--- config.mk ---
export PLATFORM = sky130hd
export DESIGN_NAME = hdq_master
export DESIGN_NICKNAME = d
export VERILOG_FILES = /design/src/rtl/hdq_pkg.sv /design/src/rtl/hdq_phase_timer.sv /design/src/rtl/hdq_tx_shifter.sv /design/src/rtl/hdq_rx_sampler.sv /design/src/rtl/hdq_master.sv
export SDC_FILE = /design/constraint.sdc
export NUM_CORES = 1
export LEC_CHECK = 0
export BUFFER_PORTS_ARGS = -buffer_cell sky130_fd_sc_hd__buf_2
export CAP_MARGIN = 20
export CORE_MARGIN = 2
export CORE_UTILIZATION = 54
export DETAILED_ROUTE_END_ITERATION = 7
export PLACE_DENSITY = 0.77
export SLEW_MARGIN = 20
export SYNTH_ARGS = -nofsm -noshare
export SYNTH_HDL_FRONTEND = slang
export SYNTH_SLANG_ARGS = --single-unit
--- constraint.sdc ---
create_clock -name clk_i -period 1.77 [get_ports clk_i]
set_input_delay 0 -clock clk_i [delete_from_list [all_inputs] [get_ports clk_i]]
set_output_delay 0 -clock clk_i [all_outputs]
set_load 0.02 [all_outputs]
--- src/rtl/hdq_pkg.sv ---
package hdq_pkg;
  localparam int unsigned BYTE_W = 8;

  typedef enum logic [3:0] {
    ST_IDLE, ST_ARM, ST_BREAK, ST_RECOV, ST_TX_LOW, ST_TX_HIGH,
    ST_GAP, ST_RX_WAIT, ST_RX_LOW, ST_RX_HIGH
  } hdq_state_e;

  localparam logic [1:0] ERR_NONE      = 2'd0;
  localparam logic [1:0] ERR_NO_RESP   = 2'd1;
  localparam logic [1:0] ERR_LOW_LONG  = 2'd2;
  localparam logic [1:0] ERR_HIGH_LONG = 2'd3;
endpackage

--- src/rtl/hdq_phase_timer.sv ---
module hdq_phase_timer #(
  parameter int TW = 8
) (
  input  logic          clk_i,
  input  logic          rst_ni,
  input  logic          tick_i,
  input  logic          load_i,
  input  logic [TW-1:0] load_val_i,
  output logic          expire_o
);
  logic [TW-1:0] cnt_q;

  always_ff @(posedge clk_i or negedge rst_ni) begin
    if (!rst_ni)                      cnt_q <= '0;
    else if (load_i)                  cnt_q <= load_val_i;
    else if (tick_i && cnt_q != '0)   cnt_q <= cnt_q - 1'b1;
  end

  // phase of N ticks ends on the Nth tick after load
  assign expire_o = tick_i && (cnt_q == TW'(1));
endmodule

--- src/rtl/hdq_tx_shifter.sv ---
module hdq_tx_shifter
  import hdq_pkg::*;
(
  input  logic              clk_i,
  input  logic              rst_ni,
  input  logic              load_i,
  input  logic [BYTE_W-1:0] data_i,
  input  logic              shift_i,
  output logic              bit_o,
  output logic              next_bit_o,
  output logic              last_o
);
  localparam int CW = $clog2(BYTE_W + 1);

  logic [BYTE_W-1:0] sh_q;
  logic [CW-1:0]     left_q;

  always_ff @(posedge clk_i or negedge rst_ni) begin
    if (!rst_ni) begin
      sh_q   <= '0;
      left_q <= '0;
    end else if (load_i) begin
      sh_q   <= data_i;
      left_q <= CW'(BYTE_W);
    end else if (shift_i) begin
      sh_q   <= {1'b0, sh_q[BYTE_W-1:1]};
      left_q <= left_q - 1'b1;
    end
  end

  assign bit_o      = sh_q[0];
  assign next_bit_o = sh_q[1];
  assign last_o     = (left_q == CW'(1));
endmodule

--- src/rtl/hdq_rx_sampler.sv ---
module hdq_rx_sampler
  import hdq_pkg::*;
#(
  parameter int LW  = 5,
  parameter int THR = 3
) (
  input  logic              clk_i,
  input  logic              rst_ni,
  input  logic              clear_i,
  input  logic              begin_i,
  input  logic              count_i,
  input  logic              capture_i,
  output logic [BYTE_W-1:0] data_o,
  output logic              last_o
);
  localparam int CW = $clog2(BYTE_W + 1);

  logic [LW-1:0]     low_q;
  logic [CW-1:0]     got_q;
  logic [BYTE_W-1:0] data_q;

  always_ff @(posedge clk_i or negedge rst_ni) begin
    if (!rst_ni) begin
      low_q  <= '0;
      got_q  <= '0;
      data_q <= '0;
    end else begin
      if (clear_i) begin
        got_q  <= '0;
        data_q <= '0;
      end else if (capture_i) begin
        data_q <= {(low_q <= LW'(THR)), data_q[BYTE_W-1:1]};
        got_q  <= got_q + 1'b1;
      end
      if (begin_i)      low_q <= LW'(1);
      else if (count_i) low_q <= low_q + 1'b1;
    end
  end

  assign data_o = data_q;
  assign last_o = (got_q == CW'(BYTE_W - 1));
endmodule

--- src/rtl/hdq_master.sv ---
module hdq_master
  import hdq_pkg::*;
#(
  parameter int BREAK_TICKS   = 10,
  parameter int RECOV_TICKS   = 3,
  parameter int ONE_LOW_TICKS = 2,
  parameter int ZERO_LOW_TICKS = 6,
  parameter int CELL_TICKS    = 10,
  parameter int GAP_TICKS     = 15,
  parameter int RX_WAIT_TICKS = 150,
  parameter int LOW_TO_TICKS  = 15,
  parameter int HIGH_TO_TICKS = 50,
  parameter int ONE_MAX_TICKS = 3
) (
  input  logic        clk_i,
  input  logic        rst_ni,
  input  logic        tick_i,
  input  logic        req_i,
  input  logic [7:0]  cmd_i,
  input  logic [7:0]  wdata_i,
  output logic        busy_o,
  output logic        done_o,
  output logic [1:0]  err_o,
  output logic [7:0]  rdata_o,
  output logic        line_oe_o,
  output logic        line_do_o,
  input  logic        line_di_i
);
  localparam int M1   = (RX_WAIT_TICKS > HIGH_TO_TICKS) ? RX_WAIT_TICKS : HIGH_TO_TICKS;
  localparam int M2   = (GAP_TICKS > BREAK_TICKS) ? GAP_TICKS : BREAK_TICKS;
  localparam int M3   = (CELL_TICKS > LOW_TO_TICKS) ? CELL_TICKS : LOW_TO_TICKS;
  localparam int M12  = (M1 > M2) ? M1 : M2;
  localparam int TMAX = (M12 > M3) ? M12 : M3;
  localparam int TW   = $clog2(TMAX + 1);
  localparam int LW   = $clog2(LOW_TO_TICKS + 2);

  hdq_state_e        state_q, state_d;
  logic              oe_q, oe_d, do_q, do_d, done_q, done_d;
  logic [1:0]        err_q, err_d;
  logic [BYTE_W-1:0] cmd_q, wd_q;
  logic              data_ph_q, data_ph_d;
  logic              accept;

  logic              t_load, t_exp;
  logic [TW-1:0]     t_val;
  logic              tx_load, tx_shift, tx_bit, tx_next, tx_last;
  logic [BYTE_W-1:0] tx_data;
  logic              rx_clear, rx_begin, rx_count, rx_capture, rx_last;

  function automatic logic [TW-1:0] low_len(input logic b);
    return b ? TW'(ONE_LOW_TICKS) : TW'(ZERO_LOW_TICKS);
  endfunction

  hdq_phase_timer #(.TW(TW)) u_timer (
    .clk_i, .rst_ni, .tick_i,
    .load_i(t_load), .load_val_i(t_val), .expire_o(t_exp)
  );

  hdq_tx_shifter u_tx (
    .clk_i, .rst_ni,
    .load_i(tx_load), .data_i(tx_data), .shift_i(tx_shift),
    .bit_o(tx_bit), .next_bit_o(tx_next), .last_o(tx_last)
  );

  hdq_rx_sampler #(.LW(LW), .THR(ONE_MAX_TICKS)) u_rx (
    .clk_i, .rst_ni,
    .clear_i(rx_clear), .begin_i(rx_begin), .count_i(rx_count),
    .capture_i(rx_capture), .data_o(rdata_o), .last_o(rx_last)
  );

  assign accept = (state_q == ST_IDLE) && req_i;

  always_comb begin
    state_d    = state_q;
    oe_d       = oe_q;
    do_d       = do_q;
    err_d      = err_q;
    done_d     = 1'b0;
    data_ph_d  = data_ph_q;
    t_load     = 1'b0;
    t_val      = '0;
    tx_load    = 1'b0;
    tx_data    = cmd_q;
    tx_shift   = 1'b0;
    rx_clear   = 1'b0;
    rx_begin   = 1'b0;
    rx_count   = 1'b0;
    rx_capture = 1'b0;

    unique case (state_q)
      ST_IDLE: if (req_i) begin
        state_d   = ST_ARM;
        err_d     = ERR_NONE;
        data_ph_d = 1'b0;
        rx_clear  = 1'b1;
      end
      ST_ARM: if (tick_i) begin
        state_d = ST_BREAK;
        oe_d    = 1'b1;
        do_d    = 1'b0;
        t_load  = 1'b1;
        t_val   = TW'(BREAK_TICKS);
      end
      ST_BREAK: if (t_exp) begin
        state_d = ST_RECOV;
        do_d    = 1'b1;
        t_load  = 1'b1;
        t_val   = TW'(RECOV_TICKS);
      end
      ST_RECOV: if (t_exp) begin
        state_d = ST_TX_LOW;
        tx_load = 1'b1;
        do_d    = 1'b0;
        t_load  = 1'b1;
        t_val   = low_len(cmd_q[0]);
      end
      ST_TX_LOW: if (t_exp) begin
        state_d = ST_TX_HIGH;
        do_d    = 1'b1;
        t_load  = 1'b1;
        t_val   = TW'(CELL_TICKS) - low_len(tx_bit);
      end
      ST_TX_HIGH: if (t_exp) begin
        tx_shift = 1'b1;
        t_load   = 1'b1;
        if (!tx_last) begin
          state_d = ST_TX_LOW;
          do_d    = 1'b0;
          t_val   = low_len(tx_next);
        end else if (data_ph_q) begin
          state_d = ST_IDLE;
          oe_d    = 1'b0;
          done_d  = 1'b1;
          err_d   = ERR_NONE;
        end else if (cmd_q[7]) begin
          state_d = ST_GAP;
          t_val   = TW'(GAP_TICKS);
        end else begin
          state_d = ST_RX_WAIT;
          oe_d    = 1'b0;
          t_val   = TW'(RX_WAIT_TICKS);
        end
      end
      ST_GAP: if (t_exp) begin
        state_d   = ST_TX_LOW;
        data_ph_d = 1'b1;
        tx_load   = 1'b1;
        tx_data   = wd_q;
        do_d      = 1'b0;
        t_load    = 1'b1;
        t_val     = low_len(wd_q[0]);
      end
      ST_RX_WAIT: if (tick_i) begin
        if (!line_di_i) begin
          state_d  = ST_RX_LOW;
          rx_begin = 1'b1;
          t_load   = 1'b1;
          t_val    = TW'(LOW_TO_TICKS);
        end else if (t_exp) begin
          state_d = ST_IDLE;
          done_d  = 1'b1;
          err_d   = ERR_NO_RESP;
        end
      end
      ST_RX_LOW: if (tick_i) begin
        if (line_di_i) begin
          rx_capture = 1'b1;
          if (rx_last) begin
            state_d = ST_IDLE;
            done_d  = 1'b1;
            err_d   = ERR_NONE;
          end else begin
            state_d = ST_RX_HIGH;
            t_load  = 1'b1;
            t_val   = TW'(HIGH_TO_TICKS);
          end
        end else begin
          rx_count = 1'b1;
          if (t_exp) begin
            state_d = ST_IDLE;
            done_d  = 1'b1;
            err_d   = ERR_LOW_LONG;
          end
        end
      end
      ST_RX_HIGH: if (tick_i) begin
        if (!line_di_i) begin
          state_d  = ST_RX_LOW;
          rx_begin = 1'b1;
          t_load   = 1'b1;
          t_val    = TW'(LOW_TO_TICKS);
        end else if (t_exp) begin
          state_d = ST_IDLE;
          done_d  = 1'b1;
          err_d   = ERR_HIGH_LONG;
        end
      end
      default: state_d = ST_IDLE;
    endcase
  end

  always_ff @(posedge clk_i or negedge rst_ni) begin
    if (!rst_ni) begin
      state_q   <= ST_IDLE;
      oe_q      <= 1'b0;
      do_q      <= 1'b1;
      done_q    <= 1'b0;
      err_q     <= ERR_NONE;
      data_ph_q <= 1'b0;
      cmd_q     <= '0;
      wd_q      <= '0;
    end else begin
      state_q   <= state_d;
      oe_q      <= oe_d;
      do_q      <= do_d;
      done_q    <= done_d;
      err_q     <= err_d;
      data_ph_q <= data_ph_d;
      if (accept) begin
        cmd_q <= cmd_i;
        wd_q  <= wdata_i;
      end
    end
  end

  assign busy_o    = (state_q != ST_IDLE);
  assign done_o    = done_q;
  assign err_o     = err_q;
  assign line_oe_o = oe_q;
  assign line_do_o = do_q;
endmodule

==> results.py, run 1 <==
metrics = {
    "min_path": {
        "hold_path_end": "done_o",
        "whs_path_depth": 3,
        "hold_start": "line_di_i",
        "min_path_type": "input pin to flip-flop",
    },
    "yosys": {
        "ys_seq_area_share_pct": 42.7,
        "synth_area_leaders": "dfrtp_1 42%, nand2_1 7.3%, nor2_1 3.7%",
        "synth-compound-area-share_pct": 17.0,
        "synth_top_area_share_pct": 42.0,
        "syn_area_um2": 3690,
        "synth_edf_count": 0,
        "synth_fa_ha_area_share_pct": 2.37,
        "postSynth.asyncResetShare_pct": 100,
        "synth_top_area_cell": "dfrtp_1",
        "yosysWarningCount": 0,
        "synthSimpleGateAreaFrac_pct": 25.9,
        "synth_top_family_by_area": "simple AND/OR/NAND/NOR gates",
        "synth_common_cells": "72 x nand2_1, 62 x dfrtp_1, 36 x nor2_1",
        "ys_types": 67,
        "yosys_register_bits": 63,
        "synth_most_common_cell": "nand2_1",
        "synth_xor_area_share_pct": 2.84,
        "synth_fp_nets": 432,
        "synthCells": 404,
        "synth.area.mux_share_pct": 4.47,
        "syn_avg_cell_area_um2": 9.15,
        "ys.flop_type": "dfrtp_1",
    },
    "layout": {
        "fin_area_um2": 5570,
        "area_growth_pct": 50.6,
        "final_cells": 642,
        "fin_nets": 585,
        "n_antenna_cell": 0,
        "regArea_um2": 1580,
        "n_fill_cell": 317,
        "drive_above_1_share_pct": 42.9,
        "multi_input_area_um2": 2310,
    },
    "clock_tree": {
        "clockBufferDepth": 2,
        "numCtsBuffers": 9,
        "root_buffer": "clkbuf_8",
        "h-tree-depth": 3,
        "clkLatencyLatePin_ns": 0.36,
        "clk_transition_reported_paths_ns": 0.07,
        "cts_tree": "built",
        "clock_sinks": 63,
    },
    "placement": {
        "port_buffers": 34,
        "dpl-instance-area_um2": 4560,
        "placedCellCount": 584,
        "pre_cts_slack_ns": -0.269,
        "gp_congestion": 0.906,
        "dp_hpwl_mm": 6.88,
    },
    "setup_path": {
        "regToRegSetupSlack_ns": -0.27,
        "crit_buf_inv": 1,
        "criticalPathCategory": "flip-flop to flip-flop",
        "crit_path_max_fanout": 7,
        "r2r_cells": 6,
        "path_common_cell": "o21ai_1",
        "arrival_ns": 2.28,
        "path_delay_family": "compound AO/OA/AOI/OAI gates",
        "reg2reg_to": "u_timer.cnt_q[4]",
        "slowest_delay_ns": 0.56,
        "rr_startpoint": "state_q[2]",
        "crit_required_ns": 2.00,
        "worst_setup_path_start_kind": "flip-flop",
        "crit_slowest_cell": "a2111o_1",
        "crit_path_end_kind": "flip-flop",
        "crit_chain": "buf_4 -> nor3_2 -> o311a_1 -> a2111o_1 -> o21ai_1 -> o21ai_1",
    },
    "global_routing": {
        "gr-total-overflow": 0,
        "grt_pass1_wl_mm": 18.7,
        "grt_max_degree": 44,
        "grt_pass1_vias": 3818,
        "grtUsageTotal_pct": 31.9,
        "antenna_found_initial": 0,
    },
    "floorplanning": {
        "top_level_ports": 35,
        "num_rows": 30,
        "core_um2": 6720,
        "initial_core_util_pct": 55.0,
        "die_y_um": 86.7,
        "die_x_um": 86.7,
        "dieArea_um2": 7520,
    },
    "pwr": {
        "power_frac_comb_pct": 56.4,
        "p_int_mw": 4.72,
        "swShare_pct": 42.6,
        "powerDensity_nw_per_um2": 1480,
        "p_seq_share_pct": 29.1,
        "p_leak_nw": 2.64,
        "peakVddDrop_uv": 1120,
        "power.share.clock_pct": 14.5,
        "p_switching_mw": 3.50,
    },
    "sta": {
        "period_share_pct": 115,
        "finalWorstSetupSlack_ns": -0.273,
        "skew_ns": 0.0113,
        "hold_viol": 0,
        "slew_violations": 0,
        "worst_pin_slew_ns": 0.610,
        "setup_violations": 36,
        "fin_crit_ns": 2.04,
        "setup_tns_ns": -5.66,
        "slew_headroom_pct": 58.9,
        "rsz0062_at_grt": "true",
        "fmax_mhz": 489,
    },
    "run_status": {
        "violations": "negative setup slack",
        "outcome": "finished, violations left",
    },
    "routing": {
        "drc": 0,
        "postRouteAntennaNets": 0,
        "avgRoutedWirePerCell_um": 19.8,
        "drt-vias-per-instance": 6.33,
        "first_pass_iters": 5,
        "drt_iter0_markers": 415,
        "vias": 4064,
        "drt_wl_total_mm": 12.7,
    },
    "run": {
        "maxCapViolCount": 0,
    },
}
-- sequential cells by signal, summed over array words and instances, names as in the netlist --
| name | cells |
|---|---|
| done_o | 1 |
| wd_q | 8 |
| u_tx.left_q | 4 |
| data_ph_q | 1 |
| cmd_q | 8 |
| line_oe_o | 1 |
| state_q | 4 |
| u_tx.sh_q | 8 |
| u_rx.got_q | 4 |
| line_do_o | 1 |
| u_rx.data_o | 8 |
| err_o | 2 |
| u_timer.cnt_q | 8 |
| u_rx.low_q | 5 |
-- timing repair --
item | 4_1_cts | 5_1_grt
pin swaps | 22 | 22
hold endpoints to repair | 36 | 0
cloned | 1 | 0
endpoints found under the setup margin | 53 | 63
hold buffers | 17 | 0
gates resized for setup | 62 | 50
buffers inserted | 12 | 14
-- power by group through the flow --
| stage | registers [mW] | clock network (mW) | logic, mW |
|---|---|---|---|
| final | 2.39 | 1.19 | 4.63 |
| after detailed placement | 2.33 | 0 | 3.46 |
| after global routing | 2.42 | 1.25 | 4.93 |
| after floorplan | 2.27 | 0 | 2.11 |
| after global placement | 2.30 | 0 | 3.36 |
| after CTS | 2.34 | 1.19 | 3.95 |
-- cell type report --
cell class,instances,area share (%)
Tap cell,80,1.80
Timing Repair Buffer,164,24.1
Clock inverter,6,0.809
Multi-Input combinational cell,307,41.6
Clock buffer,10,2.47
Inverter,12,0.809
Sequential cell,63,28.4
-- layer usage --
metal	up-vias	GRT usage [%]	wire, um	share of wire [%]
li1	1763	-	-	-
met1	1963	41.4	4970	39
met2	262	53.1	6270	49
met3	76	5.62	908	7.2
met4	0	12.8	529	4.2
met5	-	0	0	0
-- worst max-delay path by stage --
stage | cells after the start | from | slack, ns | end
3_5_place_dp | 8 | u_timer.cnt_q[1] | -0.27 | err_o[1]
6_report | 6 | state_q[2] | -0.27 | u_timer.cnt_q[4]
2_1_floorplan | 6 | u_timer.cnt_q[0] | -0.15 | u_timer.cnt_q[0]
3_3_place_gp | 7 | u_timer.cnt_q[1] | -0.20 | u_timer.cnt_q[0]
4_1_cts | 7 | u_timer.cnt_q[1] | -0.18 | u_timer.cnt_q[0]
5_1_grt | 9 | u_timer.cnt_q[1] | -0.31 | line_oe_o
-- kinds of logic (layout without fill, tap and decap cells) --
| logic type | after synthesis | after routing |
|---|---|---|
| xor gates and xnor gates | 12 | 12 |
| muxes | 16 | 16 |
| adders and majority gates | 7 | 7 |
| buffers and inverters | 34 | 192 |
| and+or+nand+nor | 185 | 185 |
| DFF | 63 | 63 |
| AOI/OAI and AO/OA | 87 | 87 |
-- worst register-to-register path: cells and delay by family, from the launching register on --
family,cells,cell delay (ns)
buffers and inverters,1,0.19
AND/OR/NAND/NOR,1,0.06
flip-flops,1,0.42
AO/OA/AOI/OAI,4,1.25
-- layout by cell type, fill, tap and decap left out, drive strengths merged, types with 6 or more instances in the layout --
cell / n
a21oi: 23
o21ai: 18
a22oi: 7
nor2: 36
dfrtp: 62
clkbuf: 10
nand4: 8
and3: 6
ha: 7
buf: 147
and2: 8
mux2i: 12
xnor2: 6
nand3: 11
dlygate4sd3: 17
inv: 13
nand2: 72
xor2: 6
nor3: 13
-- metrics by stage --
step	power, mW	util, %	hold slack (ns)
2_1_floorplan	4.38	-	-0.296
4_1_cts	7.48	78.7	0.0970
3_3_place_gp	5.65	67.9	-0.00325
5_1_grt	8.61	82.8	0.122
3_5_place_dp	5.78	67.9	-0.00597
6_report	8.22	82.8	0.118
Power figures use the tool's default switching activity.
==> inputs of run 2 (changes only) <==
ABC_AREA = 1   (was unset)
GPL_ROUTABILITY_DRIVEN = 0   (was unset)
==> results.py, run 2 <==
metrics = {
    "clock_tree": {
        "cts_tree": "built",
        "h-tree-depth": 3,
        "root_buffer": "clkbuf_8",
        "clkLatencyLatePin_ns": 0.34,
        "clock_sinks": 63,
        "clk_transition_reported_paths_ns": 0.08,
        "numCtsBuffers": 9,
        "clockBufferDepth": 2,
    },
    "placement": {
        "port_buffers": 34,
        "placedCellCount": 615,
        "dp_hpwl_mm": 5.98,
    },
    "floorplanning": {
        "die_x_um": 87.1,
        "dieArea_um2": 7590,
        "initial_core_util_pct": 55.2,
        "num_rows": 30,
        "die_y_um": 87.1,
        "core_um2": 6760,
        "top_level_ports": 35,
    },
    "yosys": {
        "synth_edf_count": 0,
        "synth_top_area_cell": "dfrtp_1",
        "yosysWarningCount": 0,
        "synth_common_cells": "177 x nand2_1, 62 x dfrtp_1, 50 x nand3_1",
        "yosys_register_bits": 63,
        "ys_seq_area_share_pct": 42.3,
        "syn_avg_cell_area_um2": 7.52,
        "synth_fp_nets": 524,
        "postSynth.asyncResetShare_pct": 100,
        "synth_top_area_share_pct": 41.6,
        "synth_most_common_cell": "nand2_1",
        "syn_area_um2": 3730,
        "ys_types": 33,
        "synthCells": 496,
        "ys.flop_type": "dfrtp_1",
        "synth_area_leaders": "dfrtp_1 42%, nand2_1 18%, nand3_1 6.7%",
    },
    "routing": {
        "wl_met1_mm": 4.13,
        "routed.top_layer": "met4",
        "drt_wl_total_mm": 9.59,
        "vias": 3667,
        "first_pass_iters": 5,
        "postRouteAntennaNets": 0,
        "dr_wl_met2_mm": 4.59,
        "drc": 0,
        "avgRoutedWirePerCell_um": 14.4,
        "drt_iter0_markers": 400,
        "wl_met3_um": 695,
        "drt-vias-per-instance": 5.51,
    },
    "setup_path": {
        "worst_setup_path_start_kind": "flip-flop",
        "crit_required_ns": 2.06,
        "rr_startpoint": "state_q[1]",
        "crit_path_end_kind": "flip-flop",
        "crit_slowest_cell": "dfrtp_2",
        "r2r_cells": 11,
        "crit_buf_inv": 4,
        "regToRegSetupSlack_ns": -0.0005,
        "crit_path_max_fanout": 9,
        "path_delay_family": "simple AND/OR/NAND/NOR gates",
        "criticalPathCategory": "flip-flop to flip-flop",
        "path_depth": 11,
        "arrival_ns": 2.06,
        "crit_chain": "inv_1 -> nand2_2 -> nor2_2 -> buf_4 -> nand3_2 -> nand3_4 -> clkinv_4 -> nand3_4 -> buf_4 -> nand2_1 -> nand2_1",
        "reg2reg_to": "u_timer.cnt_q[1]",
        "slowest_delay_ns": 0.48,
    },
    "sta": {
        "setup_violations": 1,
        "worst_pin_slew_ns": 0.330,
        "fin_crit_ns": 1.77,
        "rsz0062_at_grt": "true",
        "skew_ns": 0.00797,
        "fmax_mhz": 565,
        "finalWorstSetupSlack_ns": -0.000549,
        "hold_viol": 0,
        "period_share_pct": 100,
        "slew_violations": 0,
        "slew_headroom_pct": 78.0,
    },
    "layout": {
        "final_cell_mix": "166 x nand2_1, 59 x dfrtp_1, 46 x nand3_1",
        "drive_above_1_share_pct": 26.6,
        "multi_input_area_um2": 2040,
        "area_growth_pct": 28.5,
        "n_antenna_cell": 0,
        "layout_commonest_cell": "nand2_1",
        "fin_nets": 609,
        "final_cells": 666,
        "regArea_um2": 1580,
        "n_fill_cell": 510,
    },
    "min_path": {
        "hold_start": "line_di_i",
        "min_path_type": "input pin to flip-flop",
        "hold_path_end": "err_o[0]",
        "whs_path_depth": 3,
    },
    "run": {
        "maxCapViolCount": 0,
    },
    "pwr": {
        "peakVddDrop_uv": 864,
        "powerDensity_nw_per_um2": 1480,
        "p_leak_nw": 2.57,
        "p_total_mw": 7.07,
    },
    "global_routing": {
        "grt_pass1_vias": 3305,
        "grtUsageTotal_pct": 25.7,
        "gr-total-overflow": 0,
        "grt_max_degree": 64,
        "grt_pass1_wl_mm": 15.4,
        "antenna_found_initial": 0,
    },
    "run_status": {
        "violations": "negative setup slack",
        "outcome": "finished, violations left",
    },
}
-- run 2: cell types whose count changed in the layout (fill, tap and decap cells not counted), sizes merged, moves of 6 or more --
cell and delta:
xnor2 -6, buf -79, a21oi -12, nand2 +122, a22oi -7, inv +35, and2 -8, o21ai +9
nor2 +8, nand3 +42, and3 -6, nor3 -10, mux2i -12
-- run 2: stage by stage --
stage | cell area, um2 | util [%] | hold slack [ns] | setup WS [ns] | setup TNS (ns)
finish | 4790 | 71.0 | 0.0792 | -0.000549 | -0.000549
CTS | 4460 | 65.9 | 0.0401 | 0.0227 | 0
detailed placement | 4060 | 60.1 | 0.0365 | 0.0484 | 0
floorplan | 3730 | - | -0.296 | 0.213 | 0
global placement | 4060 | 60.1 | 0.0377 | 0.0148 | 0
global route | 4790 | 71.0 | 0.0938 | -0.0607 | -0.395
-- run 2: kinds of logic after synthesis --
kind of cell	Yosys count	synth area share [%]
adders and majority gates	7	2.35
AOI/OAI and AO/OA	54	8.45
and+or+nand+nor	304	38.1
buffers and inverters	60	6.97
xor gates and xnor gates	8	1.88
DFF	63	42.3
-- run 2: worst max path at each step --
stage | startpoint | endpoint
after CTS | state_q[1] | u_timer.cnt_q[2]
after global placement | u_tx.left_q[1] | u_timer.cnt_q[4]
after global routing | state_q[0] | u_timer.cnt_q[2]
final | state_q[1] | u_timer.cnt_q[1]
after floorplan | u_timer.cnt_q[1] | u_tx.sh_q[5]
after detailed placement | u_tx.left_q[1] | u_timer.cnt_q[4]
-- run 2: final cells by class --
cell class | instances | area share [%]
Clock buffer | 9 | 2.58
Clock inverter | 7 | 2.04
Inverter | 49 | 3.99
Multi-Input combinational cell | 373 | 42.6
Sequential cell | 63 | 33.0
Tap cell | 80 | 2.09
Timing Repair Buffer | 85 | 13.7
-- run 2: what timing repair did --
item	CTS	global route
buffers inserted	0	18
endpoints found under the setup margin	0	48
hold buffers	17	0
hold endpoints to repair	79	0
gates resized for setup	0	49
-- run 2: tightest hold or removal path, delay by kind of cell --
| family | cells | cell delay (ns) |
|---|---|---|
| and+or+nand+nor | 2 | 0.18 |
| buffers and inverters | 1 | 0.21 |
-- run 2: where the power goes --
group	leakage (nW)	internal [mW]	switching, mW
combinational	1.66	1.28	2.11
sequential	0.807	1.93	0.357
clock	0.105	0.794	0.608
-- run 2: per-layer routing --
metal / track usage (%) / up-vias
li1: - / 1775
met1: 35.0 / 1707
met2: 40.7 / 157
met3: 5.97 / 28
met4: 8.53 / 0
met5: 0 / -
==> inputs of run 3 (changes only) <==
BUFFER_PORTS_ARGS = unset   (was -buffer_cell sky130_fd_sc_hd__buf_2)
CORE_MARGIN = 4   (was 2)
CORE_UTILIZATION = 58   (was 54)
DONT_BUFFER_PORTS = 1   (was unset)
PLACE_DENSITY = 0.76   (was 0.77)
==> results.py, run 3 (synthesis gave the netlist of run 2 again) <==
metrics = {
    "clock_tree": {
        "clock_sinks": 63,
        "clkLatencyLatePin_ns": 0.34,
        "root_buffer": "clkbuf_8",
        "clockBufferDepth": 2,
        "h-tree-depth": 3,
        "numCtsBuffers": 9,
        "clk_transition_reported_paths_ns": 0.07,
        "cts_tree": "built",
    },
    "setup_path": {
        "endpoint": "state_q[3]",
        "reg2reg_to": "state_q[3]",
        "worst_setup_path_start_kind": "flip-flop",
        "criticalPathCategory": "flip-flop to flip-flop",
        "rr_startpoint": "u_timer.cnt_q[1]",
        "crit_required_ns": 1.99,
        "slowest_delay_ns": 0.39,
        "crit_slowest_cell": "dfrtp_1",
        "r2r_cells": 12,
        "crit_path_max_fanout": 8,
        "arrival_ns": 1.93,
        "crit_chain": "inv_2 -> ha_2 -> nand2_2 -> inv_2 -> nand2_2 -> nor2_8 -> buf_6 -> o21ai_2 -> nor2_4 -> nand2_4 -> nand2_1 -> o21ai_1",
        "startpoint": "u_timer.cnt_q[1]",
        "crit_path_end_kind": "flip-flop",
        "regToRegSetupSlack_ns": 0.06,
    },
    "floorplanning": {
        "core_um2": 6100,
        "top_level_ports": 35,
        "die_x_um": 88.2,
        "initial_core_util_pct": 61.2,
        "dieArea_um2": 7780,
        "die_y_um": 88.2,
        "num_rows": 28,
    },
    "layout": {
        "n_fill_cell": 454,
        "regArea_um2": 1580,
        "drive_above_1_share_pct": 19.9,
        "area_growth_pct": 22.8,
        "final_cell_mix": "169 x nand2_1, 60 x dfrtp_1, 49 x nand3_1",
        "final_cells": 628,
        "n_antenna_cell": 0,
        "fin_nets": 576,
        "fin_util_pct": 75.2,
        "multi_input_area_um2": 1990,
        "layout_commonest_cell": "nand2_1",
    },
    "pwr": {
        "peakVddDrop_uv": 1090,
        "p_total_mw": 6.90,
        "p_seq_share_pct": 33.9,
        "p_leak_nw": 2.39,
        "power_frac_comb_pct": 46.1,
        "p_switching_mw": 2.95,
        "power.share.clock_pct": 20.0,
        "p_int_mw": 3.95,
        "powerDensity_nw_per_um2": 1510,
        "swShare_pct": 42.7,
    },
    "routing": {
        "postRouteAntennaNets": 0,
        "drt_iter0_markers": 179,
        "drt-vias-per-instance": 5.44,
        "drc": 0,
        "vias": 3417,
        "avgRoutedWirePerCell_um": 14.4,
        "drt_wl_total_mm": 9.07,
        "first_pass_iters": 4,
    },
    "sta": {
        "hold_slack_ns": -0.0129,
        "fin_crit_ns": 1.71,
        "rsz0062_at_grt": "true",
        "fmax_mhz": 584,
        "setup_tns_ns": 0,
        "worst_pin_slew_ns": 0.527,
        "slew_headroom_pct": 64.8,
        "period_share_pct": 96.7,
        "hold_viol": 4,
        "skew_ns": 0.00578,
        "slew_violations": 0,
        "setup_violations": 0,
    },
    "min_path": {
        "min_path_type": "input pin to flip-flop",
    },
    "placement": {
        "port_buffers": 0,
        "placedCellCount": 577,
        "dp_hpwl_mm": 5.87,
    },
    "global_routing": {
        "grt_pass1_vias": 3303,
        "antenna_found_initial": 0,
        "grt_pass1_wl_mm": 15.2,
        "grtUsageTotal_pct": 24.8,
        "grt_max_degree": 64,
        "gr-total-overflow": 0,
    },
    "run_status": {
        "outcome": "finished, violations left",
        "violations": "negative hold slack",
    },
    "run": {
        "maxCapViolCount": 0,
    },
}
[run 3: worst min-delay path by stage]
stage / from / endpoint / slack, ns / cells after the start
floorplan: rst_ni / cmd_q[0] / -0.30 / 0
global placement: rst_ni / err_o[1] / -0.29 / 0
detailed placement: rst_ni / err_o[1] / -0.29 / 0
CTS: line_di_i / done_o / 0.04 / 5
global route: req_i / u_rx.got_q[3] / 0.01 / 3
finish: req_i / u_rx.got_q[3] / -0.01 / 3
[run 3: metrics by stage]
| stage | setup slack [ns] | cell area [um2] |
|---|---|---|
| after global routing | -0.0634 | 4580 |
| after detailed placement | 0.0207 | 3880 |
| after CTS | 0.00711 | 4330 |
| after global placement | 0.0346 | 3880 |
| final | 0.0576 | 4580 |
| after floorplan | 0.213 | 3730 |
[run 3: what timing repair did]
item / in CTS / in global routing
resized for setup: 0 / 36
setup buffers: 0 / 13
hold buffers: 21 / 0
setup endpoints to repair: 0 / 28
hold endpoints to repair: 93 / 0
[run 3: layout make-up]
type	instances	area share, %
timing repair buffer	51	10.8
tap	75	2.05
clock inverter	5	1.77
sequential	63	34.5
inverter	49	4.23
timing repair inverter	1	0.109
clock buffer	11	3.09
multi-input combinational	373	43.5
[run 3: layer usage]
metal  track usage (%)  routed length, um
met1              33.5               3990
met2              38.9               4320
met3              6.52                606
met4              8.93                159
met5                 0                  0
[run 3: power groups by stage]
| stage | registers [mW] | clock network (mW) | logic (mW) |
|---|---|---|---|
| finish | 2.34 | 1.38 | 3.18 |
| global route | 2.41 | 1.49 | 3.61 |
| CTS | 2.31 | 1.41 | 2.81 |
| detailed placement | 2.33 | 0 | 2.71 |
| global placement | 2.31 | 0 | 2.65 |
| floorplan | 2.25 | 0 | 2.17 |
[run 3: critical path: cells and delay by family (launching register included)]
kind | cells | cell delay [ns]
compound gates | 2 | 0.13
fa+ha+maj | 1 | 0.16
buf+inv | 3 | 0.25
flops | 1 | 0.39
simple gates | 6 | 0.67
